## config.mk

```make
export PLATFORM = sky130hd
export DESIGN_NAME = i2c_bit_timer
export DESIGN_NICKNAME = d
export VERILOG_FILES = /design/src/rtl/i2c_bit_timer_pkg.sv /design/src/rtl/i2c_bit_timer_limits.sv /design/src/rtl/i2c_bit_timer_cnt.sv /design/src/rtl/i2c_bit_timer.sv
export SDC_FILE = /design/constraint.sdc
export NUM_CORES = 1
export LEC_CHECK = 0
export ABC_AREA = 1
export BUFFER_PORTS_ARGS = -buffer_cell sky130_fd_sc_hd__buf_2
export CORE_ASPECT_RATIO = 1.2
export CORE_UTILIZATION = 36
export DETAILED_ROUTE_END_ITERATION = 16
export PLACE_DENSITY = 0.58
export SYNTH_ARGS = -nofsm -noshare
export SYNTH_HDL_FRONTEND = slang
export SYNTH_HIERARCHICAL = 1
export SYNTH_SLANG_ARGS = --single-unit
```

## constraint.sdc

```tcl
create_clock -name clk -period 3 [get_ports clk]
set_clock_uncertainty 0.05 [all_clocks]
set_input_delay 0.45 -clock clk [delete_from_list [all_inputs] [get_ports clk]]
set_output_delay 0.45 -clock clk [all_outputs]
set_load 0.02 [all_outputs]
```

## src/rtl/i2c_bit_timer_pkg.sv

```systemverilog
package i2c_bit_timer_pkg;
  typedef enum logic [1:0] {
    OP_START = 2'd0,
    OP_BIT   = 2'd1,
    OP_STOP  = 2'd2,
    OP_NOP   = 2'd3
  } op_e;

  typedef enum logic [2:0] {
    PH_IDLE,
    PH_LOW,
    PH_RISE,
    PH_HIGH,
    PH_SETUP,
    PH_HOLD,
    PH_RESP
  } ph_e;
endpackage

```

## src/rtl/i2c_bit_timer_limits.sv

```systemverilog
module i2c_bit_timer_limits #(
  parameter int CW = 16
) (
  input  logic [CW-1:0] cfg_period,
  input  logic [CW-1:0] cfg_low,
  input  logic [CW-1:0] cfg_sus,
  input  logic [CW-1:0] cfg_dsu,
  output logic [CW-1:0] low_last,
  output logic [CW-1:0] chg_at,
  output logic [CW-1:0] high_last,
  output logic [CW-1:0] high_mid,
  output logic [CW-1:0] sus_last
);
  localparam logic [CW-1:0] ONE = CW'(1);
  logic [CW-1:0] high_len;

  always_comb begin
    // low phase must be long enough to hold data setup plus one cycle
    low_last  = (cfg_low > cfg_dsu) ? cfg_low - ONE : cfg_dsu;
    chg_at    = low_last - cfg_dsu;
    high_len  = (cfg_period > cfg_low) ? cfg_period - cfg_low : ONE;
    high_last = high_len - ONE;
    high_mid  = high_len >> 1;
    sus_last  = (cfg_sus == '0) ? '0 : cfg_sus - ONE;
  end
endmodule

```

## src/rtl/i2c_bit_timer_cnt.sv

```systemverilog
module i2c_bit_timer_cnt #(
  parameter int CW = 16
) (
  input  logic          clk,
  input  logic          rst_n,
  input  logic          clear,
  output logic [CW-1:0] cnt
);
  always_ff @(posedge clk or negedge rst_n) begin
    if (!rst_n)     cnt <= '0;
    else if (clear) cnt <= '0;
    else            cnt <= cnt + CW'(1);
  end
endmodule

```

## src/rtl/i2c_bit_timer.sv

```systemverilog
module i2c_bit_timer
  import i2c_bit_timer_pkg::*;
#(
  parameter int CW = 16
) (
  input  logic          clk,
  input  logic          rst_n,
  input  logic [CW-1:0] cfg_period,
  input  logic [CW-1:0] cfg_low,
  input  logic [CW-1:0] cfg_sus,
  input  logic [CW-1:0] cfg_dsu,
  input  logic          cmd_valid,
  output logic          cmd_ready,
  input  logic [1:0]    cmd_op,
  input  logic          cmd_bit,
  output logic          rsp_valid,
  input  logic          rsp_ready,
  output logic          rsp_bit,
  input  logic          scl_in,
  input  logic          sda_in,
  output logic          scl_oe,
  output logic          sda_oe
);
  ph_e           ph, ph_nxt;
  op_e           op_q, op_in;
  logic          scl_low_q, sda_low_q, tgt_q, rbit_q;
  logic          accept;
  logic [CW-1:0] cnt, low_last, chg_at, high_last, high_mid, sus_last;

  assign op_in  = op_e'(cmd_op);
  assign accept = (ph == PH_IDLE) && cmd_valid;

  i2c_bit_timer_limits #(.CW(CW)) u_lim (
    .cfg_period(cfg_period), .cfg_low(cfg_low), .cfg_sus(cfg_sus),
    .cfg_dsu(cfg_dsu), .low_last(low_last), .chg_at(chg_at),
    .high_last(high_last), .high_mid(high_mid), .sus_last(sus_last)
  );

  i2c_bit_timer_cnt #(.CW(CW)) u_cnt (
    .clk(clk), .rst_n(rst_n), .clear(ph_nxt != ph), .cnt(cnt)
  );

  always_comb begin
    ph_nxt = ph;
    unique case (ph)
      PH_IDLE: if (accept) begin
        if (op_in == OP_NOP)                      ph_nxt = PH_RESP;
        else if (op_in == OP_START && !scl_low_q) ph_nxt = PH_SETUP;
        else                                      ph_nxt = PH_LOW;
      end
      PH_LOW:   if (cnt == low_last)  ph_nxt = PH_RISE;
      PH_RISE:  if (scl_in)           ph_nxt = (op_q == OP_BIT) ? PH_HIGH : PH_SETUP;
      PH_HIGH:  if (cnt == high_last) ph_nxt = PH_RESP;
      PH_SETUP: if (cnt == sus_last)  ph_nxt = PH_HOLD;
      PH_HOLD:  if (cnt == sus_last)  ph_nxt = PH_RESP;
      PH_RESP:  if (rsp_ready)        ph_nxt = PH_IDLE;
      default:                        ph_nxt = PH_IDLE;
    endcase
  end

  always_ff @(posedge clk or negedge rst_n) begin
    if (!rst_n) begin
      ph        <= PH_IDLE;
      op_q      <= OP_NOP;
      scl_low_q <= 1'b0;
      sda_low_q <= 1'b0;
      tgt_q     <= 1'b0;
      rbit_q    <= 1'b0;
    end else begin
      ph <= ph_nxt;
      unique case (ph)
        PH_IDLE: if (accept) begin
          op_q   <= op_in;
          rbit_q <= 1'b0;
          tgt_q  <= (op_in == OP_STOP) || (op_in == OP_BIT && !cmd_bit);
          if (op_in == OP_BIT || op_in == OP_STOP || (op_in == OP_START && scl_low_q))
            scl_low_q <= 1'b1;
        end
        PH_LOW: begin
          if (cnt == chg_at)   sda_low_q <= tgt_q;
          if (cnt == low_last) scl_low_q <= 1'b0;
        end
        PH_HIGH: begin
          if (cnt == high_mid)  rbit_q    <= sda_in;
          if (cnt == high_last) scl_low_q <= 1'b1;
        end
        PH_SETUP: if (cnt == sus_last) sda_low_q <= (op_q == OP_START);
        PH_HOLD:  if (cnt == sus_last && op_q == OP_START) scl_low_q <= 1'b1;
        default: ;
      endcase
    end
  end

  assign cmd_ready = (ph == PH_IDLE);
  assign rsp_valid = (ph == PH_RESP);
  assign rsp_bit   = rbit_q;
  assign scl_oe    = scl_low_q;
  assign sda_oe    = sda_low_q;
endmodule

```

==> Word level (Yosys, flattened, before mapping) <==
Cells that the tools add are included.
{ "word_totals": {"wordCells": 87, "regBits": 25, "output_inout_bits": 5, "inputBits": 73} }
{ "classes": {"n_mux": 27, "n_lt_le_gt_ge": 2, "reduce_logical": 21, "add_sub_neg": 6, "eq_ne": 24} }
{ "ops": {"columns": ["op", "n"], "rows": [
  ["$eq 16x16->1", 4],
  ["$mux 16", 4],
  ["$sub 16x1->16 const B", 3],
  ["$gt 16x16->1", 2],
  ["$sub 16x16->16", 2],
  ["$mux 3", 10],
  ["$pmux 3 s7", 1],
  ["$add 16x1->16 const B", 1],
  ["$eq 16x15->1", 1],
  ["$logic_not 16->1", 1],
  ["$ne 2x2->1 const B", 6],
  ["$eq 3x3->1 const B", 3],
  ["$mux 1", 9],
  ["$eq 3x2->1 const B", 2],
  ["$reduce_and 3->1", 2],
  ["$reduce_and 6->1", 1],
  ["$logic_and 1x1->1", 5],
  ["$eq 2x1->1 const B", 2],
  ["$eq 2x2->1 const B", 2],
  ["$logic_not 2->1", 2],
  ["$ne 2x1->1 const B", 2],
  ["$pmux 1 s2", 2],
  ["$pmux 1 s4", 1],
  ["$reduce_bool 2->1", 2],
  ["7 further kinds", 10]
]} }

==> Longest topological paths before layout <==
{ "depth": {"ltp_word": 8, "ltp_mapped": 35, "mapped_depth_nobuf": 35} }

==> Hierarchy <==
The synthesis kept the hierarchy.
{ "modules_own_cells": {"columns": ["mod", "seq_area_each_um2", "area_each_um2", "cells_each", "instances"], "rows": [
  ["i2c_bit_timer_limits", 0.0, 3622.2, 663, 1],
  ["i2c_bit_timer", 227.7, 1984.4, 384, 1],
  ["i2c_bit_timer_cnt", 400.4, 867.1, 116, 1]
]} }

==> Worst setup path before layout <==
No wires, ideal clock.
{ "synth_timing": {"path_kind": "in2reg", "from": "in cfg_dsu[7]", "to": "reg sda_low_q, in the netlist sda_oe", "t_arrival_ps": 3874, "stages": 26, "path_slack_ps": -1040, "cell_sequence": "inv_1 -> ha_1 -> a21oi_1 -> o21ai_0 -> o21bai_1 -> nand2_1 -> nand2_1 -> nand2_1 -> inv_2 -> clkbuf_1 -> o21ai_0 -> inv_1 -> ha_1 -> a21oi_1 -> nand2_1 -> a21oi_1 -> o21ai_0 -> a21oi_1 -> o21ai_0 -> xor2_1 -> nand2_1 -> o21ai_0 -> nor4_1 -> nand4_1 -> nand3_1 -> nand2_1"} }
{ "synth_via": {"elab_chain_cells": 6} }
{ "synth_lines": {"columns": ["element", "line", "text"], "rows": [
  ["start: declaration", "i2c_bit_timer.sv:11", "input logic [CW-1:0] cfg_dsu,"],
  ["$gt 16x16->1", "i2c_bit_timer_limits.sv:19", "low_last = (cfg_low > cfg_dsu) ? cfg_low - ONE : cfg_dsu;"],
  ["$mux 16", "i2c_bit_timer_limits.sv:19", null],
  ["named net low_last[2]", "i2c_bit_timer.sv:28", "logic [CW-1:0] cnt, low_last, chg_at, high_last, high_mid, sus_last;"],
  ["$sub 16x16->16", "i2c_bit_timer_limits.sv:20", "chg_at = low_last - cfg_dsu;"],
  ["named net chg_at[11]", "i2c_bit_timer.sv:28", null],
  ["$eq 16x16->1", "i2c_bit_timer.sv:80", "if (cnt == chg_at) sda_low_q <= tgt_q;"],
  ["$ne 2x2->1 (no source line)", null, null],
  ["$reduce_and 3->1 (no source line)", null, null],
  ["end signal: assignment", "i2c_bit_timer.sv:80", null],
  ["end signal: assignment", "i2c_bit_timer.sv:87", "PH_SETUP: if (cnt == sus_last) sda_low_q <= (op_q == OP_START);"],
  ["end: declaration", "i2c_bit_timer.sv:26", "logic scl_low_q, sda_low_q, tgt_q, rbit_q;"]
]} }
The timed path passes the listed nets, and every way through them passes these cells.
A chain may end at the register's enable or synchronous reset.

==> Final worst setup path <==
{ "layout_timing": {"from": "in cfg_low[15]", "to": "reg sda_low_q, in the netlist sda_oe"} }
{ "layout_via": {"elab_chain_cells": 6, "word_cells_on_any_way": 7, "cone_classes": "2 x add/sub; 1 x order compare; 2 x eq/ne; 1 x mux; 1 x reduce/logical"} }
{ "layout_lines": {"columns": ["element", "line", "text"], "rows": [
  ["start: declaration", "i2c_bit_timer.sv:9", "input logic [CW-1:0] cfg_low,"],
  ["$gt 16x16->1", "i2c_bit_timer_limits.sv:19", null],
  ["$mux 16", "i2c_bit_timer_limits.sv:19", null],
  ["$sub 16x16->16", "i2c_bit_timer_limits.sv:20", null],
  ["named net chg_at[14]", "i2c_bit_timer.sv:28", null],
  ["$eq 16x16->1", "i2c_bit_timer.sv:80", null],
  ["$ne 2x2->1 (no source line)", null, null],
  ["$reduce_and 3->1 (no source line)", null, null]
]} }
The timed path passes the listed nets, and every way through them passes these cells.

==> qor.log <==
qor: cts.clock_tree.htree_level_count 1
qor: cts.cts_sinks 25
qor: die.std_cell_rows 53
qor: logic_synthesis.yosys.area.top_type_share 0.2076
qor: logic_synthesis.register_area_share_after_synthesis 0.09702
qor: timing.minimum_setup_slack_in_the_final_design -663.1 ps
qor: cts.ctsLongestPathBuffers 2
qor: timing.drv_slew 0
qor: power.static-leakage-power 5.272 nW
qor: die.height_of_the_die 148.9 um
qor: run_status.failed_checks setup timing
qor: timing.final_min_period_over_clock_period 1.221
qor: worst_setup_path.worstSetupStartpointType primary input
qor: cts.clock_latency 260 ps
qor: grt.antenna_violations_before_repair 0
qor: worst_setup_path.cp-end-kind register
qor: flow_run.max_cap_viol_count 0
qor: placed_design.place_worst_setup_slack -1423 ps
qor: power.netSwitchingPower 0.001729 W
qor: logic_synthesis.postSynthCellCount 1163
qor: worst_setup_path.worstPathArrival 3820 ps
qor: placed_design.buffer_ports.inserted 77
qor: timing.relSlewSlack 0.6001
qor: grt.grt_pass1_vias 7331
qor: worst_setup_path.timing.setup.critical_path_class in2reg
qor: timing.setup_repair_after_global_routing_missed_its_margin true
qor: timing.final-setup-viol-count 20
qor: grt.global_route.usage.total 0.2221
qor: detailed_routing.antenna_violating_nets_post_route 0
qor: grt.largest_net_degree_at_the_start_of_global_routing 26
qor: min_path.hold_path_class in2async
qor: grt.grt_pass1_wl 33.93 mm
qor: detailed_routing.drt-initial-drc-count 262
qor: detailed_routing.routed_wirelength_normalized_by_instance_count 12.33 um
qor: die.core_area 0.01757 mm^2
qor: logic_synthesis.synth_top_cell_by_area sky130_fd_sc_hd__nand2_1
qor: detailed_routing.num_vias 7720
qor: worst_setup_path.cp.required 3150 ps
qor: die.ios 78
qor: power.power.switching_fraction 0.4744
qor: power.vdd_ir_drop_max 0.0003157 V
qor: grt.globalRoute.totalOverflow 0
qor: timing.finalHoldViolCount 0
qor: die.die_area 0.01853 mm^2
qor: cells_and_area.design_area 0.009747 mm^2
qor: detailed_routing.finalWirelength 20.80 mm
qor: worst_setup_path.ff2ff_path_depth 15
qor: die.initial_core_util 0.3684
qor: worst_setup_path.r2r_start u_cnt/cnt[13]$_DFF_PN0_
qor: cts.tritoncts done
qor: worst_setup_path.critical_path.max_fanout 7
qor: detailed_routing.drc 0
qor: logic_synthesis.yosys_most_used_dff sky130_fd_sc_hd__dfrtp_1
qor: power.power.internal 0.001915 W
qor: logic_synthesis.unique_cell_type_count_in_the_yosys_netlist 55
qor: cells_and_area.post_route_cells_drive_above_1_share 0.3531
qor: placed_design.place.gp.congestion 0.8964
qor: logic_synthesis.synth_top_cells_by_area sky130_fd_sc_hd__nand2_1 21%, sky130_fd_sc_hd__inv_1 12%, sky130_fd_sc_hd__ha_1 11%
qor: placed_design.placed_cell_area 0.008956 mm^2
qor: power.seq_power_share 0.138
qor: detailed_routing.vias_per_cell 4.576
qor: timing.tightest_slew 599.9 ps
qor: die.chipWidth 124.4 um
qor: logic_synthesis.synth.net_count 1293
qor: logic_synthesis.async_reset_ff_frac 1.000
qor: cells_and_area.final_net_count 1598
qor: timing.final_period_minus_worst_setup_slack 3663 ps
qor: cts.numCtsBuffers 3
qor: logic_synthesis.synth_enable_flop_cells 0
qor: cts.path_clk_slew 60 ps
qor: cells_and_area.area_delta_synth_final 50.56%
qor: power.power-per-cell-area 373.8 mW/mm^2
qor: power.pwr-share-comb 0.779
qor: logic_synthesis.synth_warnings 6
qor: logic_synthesis.postSynthRegisterBits 25
qor: power.clock_power_share 0.083
qor: run_status.run_status finished with violations
qor: timing.fmax 273.0 MHz
qor: worst_setup_path.reg2reg_setup_slack 690 ps
qor: logic_synthesis.synth.cell_area 0.006474 mm^2
qor: cts.cts_root_buffer sky130_fd_sc_hd__clkbuf_16
qor: logic_synthesis.syn_area_per_cell 5.566 um^2
qor: cts.post_cts_hold_buffer_count 0
qor: worst_setup_path.rr_endpoint u_cnt/cnt[10]$_DFF_PN0_
qor: cells_and_area.antenna_cells 0
qor: detailed_routing.detail_route.first_pass.iterations 4
qor: placed_design.place.detailed.hpwl 17.49 mm
[layout by cell type, fill, tap and decap left out, types with 3 or more instances in the layout]
cell                        Yosys  routed
sky130_fd_sc_hd__nand3b_1       7       7
sky130_fd_sc_hd__nor3_2         2       3
sky130_fd_sc_hd__o211ai_1       3       3
sky130_fd_sc_hd__ha_4           0      24
sky130_fd_sc_hd__o21bai_1       3       3
sky130_fd_sc_hd__clkbuf_16      0       3
sky130_fd_sc_hd__nand3_2        4      10
sky130_fd_sc_hd__buf_2          9      73
sky130_fd_sc_hd__nand4_1       20      20
sky130_fd_sc_hd__inv_4          0       6
sky130_fd_sc_hd__a21oi_2        3      13
sky130_fd_sc_hd__buf_6          1      10
sky130_fd_sc_hd__nor2_1       139     118
sky130_fd_sc_hd__nand3_1       60      53
sky130_fd_sc_hd__xnor2_1       24      23
sky130_fd_sc_hd__nor2_2         8      18
sky130_fd_sc_hd__inv_2         19      31
sky130_fd_sc_hd__inv_1        201     180
sky130_fd_sc_hd__nand2_4        1       6
sky130_fd_sc_hd__nor3_1        10       9
sky130_fd_sc_hd__o21ai_0       39      20
sky130_fd_sc_hd__a21oi_1       39      25
sky130_fd_sc_hd__buf_4          5     232
sky130_fd_sc_hd__a21oi_4        0       4
sky130_fd_sc_hd__nor2_4         7      18
sky130_fd_sc_hd__o21ai_2        1       6
sky130_fd_sc_hd__or2_2          4       3
sky130_fd_sc_hd__nand2_2       19      29
sky130_fd_sc_hd__xor2_1        56      54
sky130_fd_sc_hd__dfrtp_1       23      23
sky130_fd_sc_hd__ha_1          55      31
sky130_fd_sc_hd__o21ai_1        6      18
sky130_fd_sc_hd__nand2_1      358     343
[critical path, cell delays in order]
cell and delay (ps):
sky130_fd_sc_hd__buf_2 130, sky130_fd_sc_hd__ha_4 240, sky130_fd_sc_hd__a21oi_1 170, sky130_fd_sc_hd__o21ai_1 100, sky130_fd_sc_hd__nor2_1 160, sky130_fd_sc_hd__nand2_1 90, sky130_fd_sc_hd__nand2_2 110, sky130_fd_sc_hd__inv_4 60
sky130_fd_sc_hd__or2_4 250, sky130_fd_sc_hd__o21ai_4 80, sky130_fd_sc_hd__ha_4 170, sky130_fd_sc_hd__fa_2 210, sky130_fd_sc_hd__nor2_2 40, sky130_fd_sc_hd__a211oi_2 250, sky130_fd_sc_hd__o21ai_2 140, sky130_fd_sc_hd__nand3_2 80
sky130_fd_sc_hd__o2111ai_2 100, sky130_fd_sc_hd__xor2_1 180, sky130_fd_sc_hd__a22o_2 240, sky130_fd_sc_hd__nor4_4 210, sky130_fd_sc_hd__nand4_1 150, sky130_fd_sc_hd__nand2_1 90, sky130_fd_sc_hd__nand2_1 50, sky130_fd_sc_hd__nand2_1 60
[flip-flops by register name, summed over array words and instances, names as in the netlist]
signal,count
scl_oe,1
ph,3
op_q,2
sda_oe,1
tgt_q,1
rsp_bit,1
u_cnt/cnt,16
[per-layer routing]
metal | track usage | routed length (um) | vias to the layer above
met3 | 0.01255 | 583 | 27
met2 | 0.4215 | 10310 | 134
met5 | 0 | 0 | -
met4 | 0.06084 | 518 | 0
li1 | - | - | 4201
met1 | 0.2688 | 9390 | 3358
[through the flow]
stage	setup TNS, ps	std cells	util	hold slack, ps	power, W
2_1_floorplan	-9014	1163	-	104.4	0.001960
3_3_place_gp	-18010	1665	0.5096	432.5	0.002841
3_5_place_dp	-19030	1665	0.5096	442.2	0.002869
4_1_cts	-11120	1680	0.5326	160.7	0.003406
5_1_grt	-16230	1687	0.5546	176.7	0.003983
6_report	-10210	1687	0.5546	138.2	0.003644
[worst max-delay path by stage]
stage | start | endpoint | slack [ps] | cells past startpoint
floorplan | cfg_dsu[5] | sda_oe$_DFFE_PN0P_ | -720 | 24
global placement | cfg_low[1] | sda_oe$_DFFE_PN0P_ | -1350 | 30
detailed placement | cfg_low[1] | sda_oe$_DFFE_PN0P_ | -1420 | 30
CTS | cfg_low[0] | sda_oe$_DFFE_PN0P_ | -710 | 31
global route | cfg_low[6] | u_cnt/cnt[4]$_DFF_PN0_ | -980 | 31
finish | cfg_low[15] | sda_oe$_DFFE_PN0P_ | -660 | 24
[cell families after synthesis]
kind of cell / synth area share
xor gates and xnor gates: 0.1107
DFF: 0.09702
other: 0.0005793
adders and majority gates: 0.1125
buffers and inverters: 0.1446
and+or+nand+nor: 0.4380
AOI/OAI and AO/OA: 0.09664
[final cells by class]
type | instances | area, um^2
Timing Repair Buffer | 317 | 2255
Tap cell | 220 | 275.3
Fill cell | 1750 | 7826
Multi-Input combinational cell | 899 | 5630
Inverter | 222 | 879.6
Clock buffer | 4 | 78.83
Sequential cell | 25 | 628.1
[power groups by stage]
stage / Sequential, W / Clock, W / Combinational, W
after global placement: 0.000503 / 0 / 0.00234
after global routing: 0.000512 / 0.000326 / 0.00315
after CTS: 0.000500 / 0.000314 / 0.00259
after floorplan: 0.000476 / 0 / 0.00148
after detailed placement: 0.000504 / 0 / 0.00237
final: 0.000502 / 0.000304 / 0.00284
[synth_stat cells (3+ instances only)]
cell / instances
sky130_fd_sc_hd__nand2_1: 358
sky130_fd_sc_hd__inv_1: 201
sky130_fd_sc_hd__nor2_1: 139
sky130_fd_sc_hd__nand3_1: 60
sky130_fd_sc_hd__xor2_1: 56
sky130_fd_sc_hd__ha_1: 55
sky130_fd_sc_hd__a21oi_1: 39
sky130_fd_sc_hd__o21ai_0: 39
sky130_fd_sc_hd__xnor2_1: 24
sky130_fd_sc_hd__dfrtp_1: 23
sky130_fd_sc_hd__nand4_1: 20
sky130_fd_sc_hd__inv_2: 19
sky130_fd_sc_hd__nand2_2: 19
sky130_fd_sc_hd__nor3_1: 10
sky130_fd_sc_hd__buf_2: 9
sky130_fd_sc_hd__nor2_2: 8
sky130_fd_sc_hd__nand3b_1: 7
sky130_fd_sc_hd__nor2_4: 7
sky130_fd_sc_hd__o21ai_1: 6
sky130_fd_sc_hd__buf_4: 5
sky130_fd_sc_hd__nand3_2: 4
sky130_fd_sc_hd__or2_2: 4
sky130_fd_sc_hd__a21oi_2: 3
sky130_fd_sc_hd__nor4_1: 3
sky130_fd_sc_hd__o211ai_1: 3
sky130_fd_sc_hd__o21bai_1: 3
[timing repair]
action,CTS,global route
endpoints found under the setup margin,22,22
buffers inserted,12,7
pin swaps,52,63
cloned,0,0
gates resized for setup,64,75
endpoints found under the hold margin,0,0
No activity file was read; power rests on OpenSTA's default activity.
